`src/rtl/wfi_pkg.sv`:
```
package wfi_pkg;

    typedef enum logic [2:0] {
        ST_RST_DELAY  = 3'd0,
        ST_RST_VECTOR = 3'd1,
        ST_RST_ACK    = 3'd2,
        ST_RUN        = 3'd3,
        ST_WAIT       = 3'd4,
        ST_IRQ_VECTOR = 3'd5,
        ST_IRQ_ACK    = 3'd6
    } wfi_state_e;

endpackage

```
`src/rtl/wfi_stall_timer.sv`:
```
// Counts the post-reset stabilisation window; expired is high in its last cycle.
module wfi_stall_timer #(
    parameter int SHORT_TICKS = 256,
    parameter int LONG_TICKS  = 4096
) (
    input  logic clk,
    input  logic rst_n,
    input  logic long_sel,
    input  logic run_en,
    output logic expired
);
    localparam int CNT_W = $clog2(LONG_TICKS);

    logic [CNT_W-1:0] cnt_q;
    logic [CNT_W-1:0] limit;

    assign limit   = long_sel ? CNT_W'(LONG_TICKS - 1) : CNT_W'(SHORT_TICKS - 1);
    assign expired = run_en && (cnt_q == limit);

    always_ff @(posedge clk or negedge rst_n) begin
        if (!rst_n) begin
            cnt_q <= '0;
        end else if (run_en && !expired) begin
            cnt_q <= cnt_q + 1'b1;
        end
    end
endmodule

```
`src/rtl/wfi_imask_reg.sv`:
```
// Interrupt mask bit: set by reset, cleared on wait entry, set on service,
// otherwise loaded by a condition-code pop.
module wfi_imask_reg (
    input  logic clk,
    input  logic rst_n,
    input  logic clr_wait,
    input  logic set_service,
    input  logic pop_vld,
    input  logic pop_bit,
    output logic imask
);
    always_ff @(posedge clk or negedge rst_n) begin
        if (!rst_n) begin
            imask <= 1'b1;
        end else if (clr_wait) begin
            imask <= 1'b0;
        end else if (set_service) begin
            imask <= 1'b1;
        end else if (pop_vld) begin
            imask <= pop_bit;
        end
    end
endmodule

```
`src/rtl/wfi_seq_fsm.sv`:
```
module wfi_seq_fsm
    import wfi_pkg::*;
(
    input  logic       clk,
    input  logic       rst_n,
    input  logic       wfi_strobe,
    input  logic       irq_req,
    input  logic       wake_ack,
    input  logic       delay_done,
    output wfi_state_e state,
    output logic       delay_run,
    output logic       enter_wait,
    output logic       enter_service,
    output logic       cpu_clk_en,
    output logic       osc_en,
    output logic       periph_clk_en,
    output logic       svc_irq_pulse,
    output logic       fetch_rst_pulse
);
    wfi_state_e state_d;

    // state register
    always_ff @(posedge clk or negedge rst_n) begin
        if (!rst_n) begin
            state <= ST_RST_DELAY;
        end else begin
            state <= state_d;
        end
    end

    // next state
    always_comb begin
        state_d = state;
        unique case (state)
            ST_RST_DELAY:  if (delay_done) state_d = ST_RST_VECTOR;
            ST_RST_VECTOR: state_d = ST_RST_ACK;
            ST_RST_ACK:    if (wake_ack) state_d = ST_RUN;
            ST_RUN:        if (wfi_strobe) state_d = ST_WAIT;
            ST_WAIT:       if (irq_req) state_d = ST_IRQ_VECTOR;
            ST_IRQ_VECTOR: state_d = ST_IRQ_ACK;
            ST_IRQ_ACK:    if (wake_ack) state_d = ST_RUN;
            default:       state_d = ST_RST_DELAY;
        endcase
    end

    // outputs
    always_comb begin
        delay_run       = 1'b0;
        cpu_clk_en      = 1'b1;
        osc_en          = 1'b1;
        periph_clk_en   = 1'b1;
        svc_irq_pulse   = 1'b0;
        fetch_rst_pulse = 1'b0;
        enter_wait      = 1'b0;
        enter_service   = 1'b0;
        unique case (state)
            ST_RST_DELAY: begin
                delay_run     = 1'b1;
                cpu_clk_en    = 1'b0;
                periph_clk_en = 1'b0;
            end
            ST_RST_VECTOR: fetch_rst_pulse = 1'b1;
            ST_RST_ACK:    ;
            ST_RUN:        enter_wait = wfi_strobe;
            ST_WAIT:       cpu_clk_en = 1'b0;
            ST_IRQ_VECTOR: begin
                svc_irq_pulse = 1'b1;
                enter_service = 1'b1;
            end
            ST_IRQ_ACK:    ;
            default: begin
                cpu_clk_en    = 1'b0;
                periph_clk_en = 1'b0;
            end
        endcase
    end
endmodule

```
`src/rtl/wfi_power_ctl.sv`:
```
module wfi_power_ctl
    import wfi_pkg::*;
#(
    parameter int SHORT_TICKS = 256,
    parameter int LONG_TICKS  = 4096
) (
    input  logic clk,
    input  logic rst_n,
    input  logic long_delay_sel,
    input  logic wfi_strobe,
    input  logic irq_req,
    input  logic wake_ack,
    input  logic cc_pop_vld,
    input  logic cc_pop_ibit,
    output logic cpu_clk_en,
    output logic osc_en,
    output logic periph_clk_en,
    output logic imask,
    output logic svc_irq_pulse,
    output logic fetch_rst_pulse
);
    wfi_state_e state_q;
    logic       delay_run;
    logic       delay_done;
    logic       enter_wait;
    logic       enter_service;

    wfi_stall_timer #(
        .SHORT_TICKS(SHORT_TICKS),
        .LONG_TICKS (LONG_TICKS)
    ) u_timer (
        .clk     (clk),
        .rst_n   (rst_n),
        .long_sel(long_delay_sel),
        .run_en  (delay_run),
        .expired (delay_done)
    );

    wfi_seq_fsm u_fsm (
        .clk            (clk),
        .rst_n          (rst_n),
        .wfi_strobe     (wfi_strobe),
        .irq_req        (irq_req),
        .wake_ack       (wake_ack),
        .delay_done     (delay_done),
        .state          (state_q),
        .delay_run      (delay_run),
        .enter_wait     (enter_wait),
        .enter_service  (enter_service),
        .cpu_clk_en     (cpu_clk_en),
        .osc_en         (osc_en),
        .periph_clk_en  (periph_clk_en),
        .svc_irq_pulse  (svc_irq_pulse),
        .fetch_rst_pulse(fetch_rst_pulse)
    );

    wfi_imask_reg u_imask (
        .clk        (clk),
        .rst_n      (rst_n),
        .clr_wait   (enter_wait),
        .set_service(enter_service),
        .pop_vld    (cc_pop_vld),
        .pop_bit    (cc_pop_ibit),
        .imask      (imask)
    );
endmodule

```
`config.mk`:
```
export PLATFORM = sky130hd
export DESIGN_NAME = wfi_power_ctl
export DESIGN_NICKNAME = d
export VERILOG_FILES = /design/src/rtl/wfi_pkg.sv /design/src/rtl/wfi_stall_timer.sv /design/src/rtl/wfi_imask_reg.sv /design/src/rtl/wfi_seq_fsm.sv /design/src/rtl/wfi_power_ctl.sv
export SDC_FILE = /design/constraint.sdc
export NUM_CORES = 1
export LEC_CHECK = 0
export BUFFER_PORTS_ARGS = -buffer_cell sky130_fd_sc_hd__clkbuf_2
export CORE_MARGIN = 4
export CORE_UTILIZATION = 45
export CTS_CLUSTER_DIAMETER = 120
export CTS_CLUSTER_SIZE = 12
export DETAILED_ROUTE_END_ITERATION = 12
export PLACE_DENSITY = 0.66
export SETUP_SLACK_MARGIN = 0.3
export SLEW_MARGIN = 20
export SYNTH_ARGS = -nofsm -noshare
export SYNTH_HDL_FRONTEND = slang
export SYNTH_SLANG_ARGS = --single-unit
```
`constraint.sdc`:
```
create_clock -name clk -period 2.2 [get_ports clk]
set_input_delay 0.33 -clock clk [delete_from_list [all_inputs] [get_ports clk]]
set_output_delay 0.33 -clock clk [all_outputs]
set_load 0.05 [all_outputs]
```
==> results of run 1 <==
[layout by cell type, fill, tap and decap left out, types with 2 or more instances in the layout]
cell	instances
xor2_1	2
clkbuf_4	4
and3_1	3
a21oi_1	2
dfrtp_1	14
nand2_1	7
nor2_1	7
nor2b_1	2
nand3_1	6
ha_1	4
xnor2_1	8
nand2b_1	2
inv_1	3
mux2_2	2
clkbuf_2	10
nand4_1	5
a31oi_1	2
[metal layers]
metal	global-route usage, %	wire (um)
met5	0	0
met4	7.66	32
met3	3.38	61
met2	19.6	686
met1	17.4	762
[worst max-delay path, cell delays in order, from the launching register on]
cell and delay [ps]:
dfrtp_2 450, inv_1 90, ha_1 230, nand2_1 100
nand3_1 90, buf_2 260
[flip-flops by register name, indices dropped and copies added, names as in the netlist]
name	cells
u_timer.cnt_q	12
u_imask.imask	1
u_fsm.state	3
[power by group]
group / switching (uW) / total (uW) / internal (uW)
Clock: 93.9 / 195 / 101
Sequential: 0.331 / 296 / 295
Combinational: 16.1 / 24.6 / 8.46
[metrics by stage]
stage / power [uW] / setup WS [ps] / hold slack (ps) / area, sq um / utilization, %
final: 515 / 368 / 383 / 1060 / 54.6
after global routing: 541 / 307 / 411 / 1060 / 54.6
after CTS: 523 / 329 / 370 / 1060 / 54.4
after detailed placement: 325 / 454 / 275 / 1000 / 51.5
after global placement: 325 / 486 / 266 / 1000 / 51.5
after floorplan: 313 / 373 / 34.4 / 915 / -
[path summary, 6_finish.rpt]
kind / slack, ps / from / endpoint
min in group asynchronous: 500 / rst_n / u_fsm.state[1]
min: 380 / wfi_strobe / u_imask.imask
max in group asynchronous: 1390 / rst_n / u_imask.imask
max reg2reg: 430 / u_timer.cnt_q[0] / u_fsm.state[1]
min reg2reg: 480 / u_timer.cnt_q[6] / u_timer.cnt_q[6]
max: 370 / u_fsm.state[0] / periph_clk_en
[timing repair]
item	4_1_cts	5_1_grt
buffers inserted	1	0
resized for setup	1	3
endpoints found under the hold margin	15	0
hold buffers	1	0
endpoints found under the setup margin	1	2
[layout make-up]
type	count	area, sq um
clock buffer	4	36.3
fill	179	881
inverter	3	11.3
multi-input combinational	67	497
sequential	16	403
tap	27	33.8
timing repair buffer	14	80.1
[logic make-up after synthesis]
logic type / share of synthesized area (%)
simple gates: 23.0
flops: 44.0
compound gates: 9.88
xor+xnor: 9.60
fa+ha+maj: 6.86
buf+inv: 2.06
mux: 4.11
other cells: 0.411
==> flow_metrics.tcl, run 1 <==
set metrics [dict create \
    drive_gt1_share_pct 26.9 \
    viasPerCell 5.12 \
    grt_max_degree 17 \
    dp_hpwl_um 1160 \
    grt_pass1_wl_um 2640 \
    final_net_count 118 \
    synth_ff_type "dfrtp_1" \
    maxCapViolCount 0 \
    routedWlPerCell_um 11.8 \
    synth_edf_count 0 \
    seq_area_frac_synth_pct 44.0 \
    p_leak_uw 0.000445 \
    cts_buffers 3 \
    final.setup_skew_ps 0.971 \
    via_count 671 \
    io_pins 14 \
    worstPathMaxFanout 6 \
    yosysWarnings 0 \
    syn2layout_area_growth_pct 16.3 \
    grt_pass1_vias 623 \
    antenna_found_initial 0 \
    worst_setup_path_end_kind "primary output" \
    ys_top_cells_by_count "15 x dfrtp_1, 8 x xnor2_1, 7 x nand2_1, 7 x nor2_1, 6 x nand3_1" \
    routabilityCongestion 0.762 \
    dp.cells 125 \
    die_h_um 53.0 \
    syn-cell-area_sq_um 912 \
    ys_seq_elements 16 \
    slew_viol_final 0 \
    track_usage_pct 13.3 \
    h-tree-depth 1 \
    instances_no_fill 131 \
    timing.fmax_mhz 546 \
    die_w_um 53.0 \
    cts-root-buf "clkbuf_4" \
    yosys.cell_types.count 30 \
    tritoncts "done" \
    cts_sinks 16 \
    die_area_sq_mm 0.00281 \
    initial_core_util_pct 47.0 \
    rsz0062_at_grt "false" \
    portBuffers 12 \
    hp-class "in -> reg" \
    syn_inst 87 \
    synth_fp_nets 100 \
    diodes 0 \
    period_needed_ps 1830 \
    fin_crit_sh_pct 83.3 \
    placementRows 16 \
    grt_overflow 0 \
    ys_async_sr_fraction_pct 100 \
    avgSynthCellArea_sq_um 10.5 \
    synth_area_leaders "dfrtp_1 41%, xnor2_1 7.7%, ha_1 6.9%" \
    clk_latency_ps 280 \
    clk_pin_slew_ps 90 \
    synth_most_common_cell "dfrtp_1" \
    powerDensity_mw_per_mm2 485 \
    route.detailed.drc 0 \
    yosysTopAreaCell "dfrtp_1" \
    status "finished, final reports clean" \
    ir_drop_uv 253 \
    criticalPathCategory "reg -> out" \
    min_path_cells 4 \
    postRouteAntennaNets 0 \
    firstDrtPassIters 4 \
    coreArea_sq_mm 0.00194 \
    drtIter0Drc 18 \
    wirelength_um 1540 \
    r2r_cells 6 \
    cp_data_required_time_ps 1870 \
    clock_path_buffers 2 \
    finalSetupViolCount 0 \
    critPathArrivalTime_ps 1500 \
    hold_viol_final 0 \
    finalSetupTns_ps 0 \
    start_kind "flop" \
    yosys.area.top_type_share_pct 41.2 \
]
Power figures use the tool's default switching activity.
==> run 2, diff against run 1 <==
- ABC_AREA: default -> 1
- PLACE_DENSITY: 0.66 -> default
- clock period: 2.2 -> 1.8 ns (I/O delays scaled with it)
==> run 2 against run 1 <==
Sequential power is 23% higher; via count is 48% higher; clock-buffer cell count stayed put.
==> flow_metrics.tcl, run 2 <==
set metrics [dict create \
    slew_viol_final 0 \
    combPwrFrac_pct 5.6 \
    synth_ff_type "dfrtp_1" \
    seq_area_frac_synth_pct 37.4 \
    internal_power_uw 497 \
    hp-class "in -> reg" \
    synth_area_leaders "dfrtp_1 35%, nand2_1 22%, ha_1 5.8%" \
    grt_overflow 0 \
    final.setup_skew_ps 4.11 \
    place_area_sq_mm 0.00117 \
    route.detailed.drc 0 \
    io_pins 14 \
    p_total_uw 641 \
    timing.fmax_mhz 567 \
    grt_pass1_vias 927 \
    syn2layout_area_growth_pct 27.4 \
    die_h_um 56.8 \
    ir_drop_uv 420 \
    finalSetupViolCount 0 \
    rsz0062_at_grt "true" \
    top_register "u_timer.cnt_q" \
    cts_buffers 3 \
    synth_fp_nets 164 \
    largestRegisters "u_timer.cnt_q (12), u_fsm.state (3), u_imask.imask (1)" \
    maxCapViolCount 0 \
    syn-cell-area_sq_mm 0.00107 \
    initial_core_util_pct 48.1 \
    dp_hpwl_um 1630 \
    routabilityCongestion 0.756 \
    wirelength_um 2340 \
    criticalPathCategory "reg -> out" \
    cts_sinks 16 \
    final_net_count 184 \
    syn_inst 151 \
    diodes 0 \
    portBuffers 12 \
    largest_reg_flops 12 \
    track_usage_pct 15.2 \
    cp_data_required_time_ps 1530 \
    via_count 994 \
    ys_top_cells_by_count "63 x nand2_1, 15 x dfrtp_1, 14 x inv_1" \
    fin_util_pct 61.2 \
    period_needed_ps 1760 \
    grt_pass1_wl_um 3940 \
    synth_edf_count 0 \
    grt_max_degree 21 \
    powerDensity_mw_per_mm2 468 \
    mostFrequentLayoutCells "61 x nand2_1, 12 x dfrtp_1, 11 x nor2_1" \
    worst_setup_path_end_kind "primary output" \
    yosysTopAreaCell "dfrtp_1" \
    switchingPower_uw 144 \
    antenna_found_initial 0 \
    h-tree-depth 1 \
    viasPerCell 5.02 \
    final_common_cell "nand2_1" \
    status "finished, final reports clean" \
    yosysWarnings 0 \
    avgSynthCellArea_sq_um 7.11 \
    routedWlPerCell_um 11.8 \
    drive_gt1_share_pct 30.0 \
    ys_seq_elements 16 \
    yosys.area.top_type_share_pct 35.0 \
    hold_viol_final 0 \
    clk_latency_ps 290 \
    fin_crit_sh_pct 98.0 \
    firstDrtPassIters 4 \
    final_cell_area_sq_mm 0.00137 \
    critPathArrivalTime_ps 1490 \
    start_kind "flop" \
    postRouteAntennaNets 0 \
    clock_path_buffers 2 \
    sw_frac_of_total_pct 22.5 \
    seqPwrFrac_pct 56.8 \
    die_w_um 56.8 \
    die_area_sq_mm 0.00323 \
    worstPathMaxFanout 4 \
    p_leak_uw 0.000679 \
    coreArea_sq_mm 0.00223 \
    clk_pin_slew_ps 100 \
    hold_slack_ps 113 \
    tritoncts "done" \
    ys_async_sr_fraction_pct 100 \
    cts-root-buf "clkbuf_4" \
    placementRows 17 \
    yosys.cell_types.count 26 \
    synth_most_common_cell "nand2_1" \
    drtIter0Drc 23 \
    pwr-share-clk_pct 37.6 \
]
==> run 2: cell types whose count changed after synthesis, moves of 3 or more <==
cell	change
nand2_1	+56
inv_1	+11
nor2_1	+6
xnor2_1	-5
and3_1	-3
nand2b_1	-3
o21ai_1	+3
==> run 2: logic make-up after synthesis <==
family	Yosys count	share of synthesized area, %
xor gates and xnor gates	7	5.71
AOI/OAI and AO/OA	9	4.66
and+or+nand+nor	93	36.7
other	1	0.349
buffers and inverters	20	9.32
adders and majority gates	5	5.83
DFF	16	37.4
==> run 2: area by class of cell <==
cell class / instances / area (sq um)
Clock buffer: 4 / 36.3
Fill cell: 208 / 866
Inverter: 17 / 77.6
Multi-Input combinational cell: 115 / 666
Sequential cell: 16 / 405
Tap cell: 28 / 35.0
Timing Repair Buffer: 18 / 148
==> run 2: final timing paths <==
| kind | startpoint | end | slack (ps) | cells past startpoint |
|---|---|---|---|---|
| max in group asynchronous | rst_n | u_imask.imask | 1040 | 2 |
| min | wfi_strobe | u_imask.imask | 110 | 2 |
| max reg2reg | u_fsm.state[0] | u_timer.cnt_q[11] | 210 | 8 |
| min in group asynchronous | rst_n | u_timer.cnt_q[8] | 440 | 2 |
| max | u_fsm.state[0] | cpu_clk_en | 40 | 6 |
| min reg2reg | u_imask.imask | u_imask.imask | 520 | 2 |
==> run 2: what timing repair did <==
| action | 4_1_cts | 5_1_grt |
|---|---|---|
| endpoints found under the hold margin | 15 | 0 |
| gates resized for setup | 16 | 22 |
| pin swaps | 0 | 6 |
| buffers inserted | 3 | 1 |
| hold buffers | 1 | 0 |
| setup endpoints to repair | 19 | 19 |
==> run 2: per-stage QoR <==
step / setup WS (ps) / instances / setup TNS (ps)
global placement: 246 / 189 / 0
CTS: 38.2 / 197 / 0
global route: -28.9 / 198 / -28.9
floorplan: 170 / 151 / 0
finish: 35.6 / 198 / 0
detailed placement: 208 / 189 / 0
==> run 2: power by group through the flow <==
stage | clock network (uW) | logic [uW] | registers, uW
final | 241 | 35.9 | 364
after global placement | 0 | 34.7 | 371
after CTS | 247 | 36.7 | 364
after floorplan | 0 | 10.9 | 378
after detailed placement | 0 | 35.1 | 371
after global routing | 266 | 39.3 | 364
==> run 2: critical path, cell delays in order, from the launching register on <==
cell and delay (ps):
dfrtp_2 480, ha_4 190, nand2_4 60, clkinvlp_4 100, a21oi_4 140, o21ai_4 70
buf_8 150
==> run 2: routing by layer <==
layer  vias to the layer above  GRT usage (%)  part of all wire (%)
met5                         -              0                     0
met4                         0           4.97                   1.2
met3                         5           2.07                   2.7
met2                        14           23.6                    46
met1                       466           21.5                    50
li1                        509              -                     -
==> run 3, diff against run 2 <==
- CORE_ASPECT_RATIO: default -> 0.6
- SKIP_CTS_REPAIR_TIMING: default -> 1
==> run 3 against run 2 <==
Critical path type unchanged; largest cell class unchanged; die area up 0.81%; final area down 1.4%; critical endpoint unchanged; via count up 1.1%; sequential share of layout area up 0.41 points; combinational power up 3%; global-route usage up 1.1 points; critical path depth unchanged.
==> flow_metrics.tcl, run 3 (synthesis gave the netlist of run 2 again) <==
set metrics [dict create \
    status "finished, final reports clean" \
    mostFrequentLayoutCells "62 x nand2_1, 12 x dfrtp_1, 11 x inv_1, 11 x nor2_1" \
    portBuffers 12 \
    clk_latency_ps 250 \
    diodes 0 \
    grt_pass1_wl_um 4050 \
    cp_data_required_time_ps 1530 \
    final_net_count 185 \
    largestRegisters "u_timer.cnt_q (12), u_fsm.state (3), u_imask.imask (1)" \
    die_h_um 45.8 \
    grt_overflow 0 \
    grt_pass1_vias 897 \
    viasPerCell 5.00 \
    rsz0062_at_grt "true" \
    period_needed_ps 1710 \
    routabilityCongestion 0.819 \
    tritoncts "done" \
    multiInputGateArea_sq_um 654 \
    criticalPathCategory "reg -> out" \
    p_leak_uw 0.000682 \
    die_area_sq_mm 0.00326 \
    firstDrtPassIters 4 \
    cts_sinks 16 \
    clock_path_buffers 2 \
    drive_gt1_share_pct 26.9 \
    dp_hpwl_um 1750 \
    final_common_cell "nand2_1" \
    hold_slack_ps 176 \
    h-tree-depth 1 \
    wirelength_um 2600 \
    fillers 206 \
    route.detailed.drc 0 \
    routedWlPerCell_um 12.9 \
    cts_buffers 3 \
    coreArea_sq_mm 0.00221 \
    io_pins 14 \
    largest_reg_flops 12 \
    clk_pin_slew_ps 70 \
    hp-class "in -> reg" \
    track_usage_pct 16.3 \
    postRouteAntennaNets 0 \
    worstPathMaxFanout 4 \
    initial_core_util_pct 48.5 \
    worst_setup_path_end_kind "primary output" \
    seq_area_sq_um 405 \
    start_kind "flop" \
    fin_crit_sh_pct 94.7 \
    hold_viol_final 0 \
    drtIter0Drc 80 \
    placementRows 13 \
    syn2layout_area_growth_pct 25.6 \
    timing.fmax_mhz 586 \
    slew_viol_final 0 \
    grt_max_degree 21 \
    cts-root-buf "clkbuf_8" \
    powerDensity_mw_per_mm2 506 \
    top_register "u_timer.cnt_q" \
    antenna_found_initial 0 \
    die_w_um 71.1 \
    maxCapViolCount 0 \
    final.setup_skew_ps 4.44 \
    fin_util_pct 61.0 \
    via_count 1005 \
    critPathArrivalTime_ps 1440 \
    ir_drop_uv 496 \
    finalSetupViolCount 0 \
]
run 3: cell count changes in the layout (fill, tap and decap cells not counted), moves of 2 or more:
| cell | before | now |
|---|---|---|
| buf_8 | 4 | 1 |
| inv_1 | 8 | 11 |
| buf_6 | 0 | 3 |
| clkbuf_4 | 3 | 0 |
| clkbuf_8 | 1 | 3 |
run 3: layout make-up:
type                       instances  area share [%]
timing repair buffer              18            10.1
clock buffer                       4            3.34
tap                               30            2.78
inverter                          17            5.19
multi-input combinational        116            48.5
sequential                        16            30.1
run 3: path summary, 6_finish.rpt:
check / start / endpoint / slack [ps] / depth (start not counted)
max: u_fsm.state[0] / cpu_clk_en / 90 / 6
min: wfi_strobe / u_imask.imask / 180 / 2
max reg2reg: u_fsm.state[0] / u_timer.cnt_q[8] / 120 / 8
min reg2reg: u_imask.imask / u_imask.imask / 530 / 2
max in group asynchronous: rst_n / u_fsm.state[0] / 990 / 2
min in group asynchronous: rst_n / u_timer.cnt_q[8] / 480 / 2
run 3: where the power goes:
group	leakage [uW]	switching (uW)	internal, uW
Clock	0.0000228	124	157
Combinational	0.000458	26.2	10.7
Sequential	0.000201	1.09	363
Total	0.000682	152	531
run 3: stage by stage:
step / instance area (sq um) / std cells / setup slack [ps] / total power (uW) / TNS [ps]
after floorplan: 1100 / 151 / 170 / 389 / 0
after global placement: 1170 / 191 / 236 / 405 / 0
after detailed placement: 1170 / 191 / 177 / 407 / 0
after CTS: 1210 / 195 / -91.5 / 688 / -120
after global routing: 1350 / 201 / 24.2 / 705 / 0
final: 1350 / 201 / 94.6 / 682 / 0
run 3: routing by layer:
metal	wire (um)	vias up	track usage (%)
li1	-	506	-
met2	1100	32	24.1
met3	194	2	5.51
met4	13	0	4.49
met1	1290	465	22.7
met5	0	-	0
run 3: worst max-delay path: stages (launching register included):
cell	delay, ps
dfrtp_2	460
ha_4	190
nand2_4	70
clkinvlp_4	100
a21oi_4	140
o21ai_4	70
buf_6	150
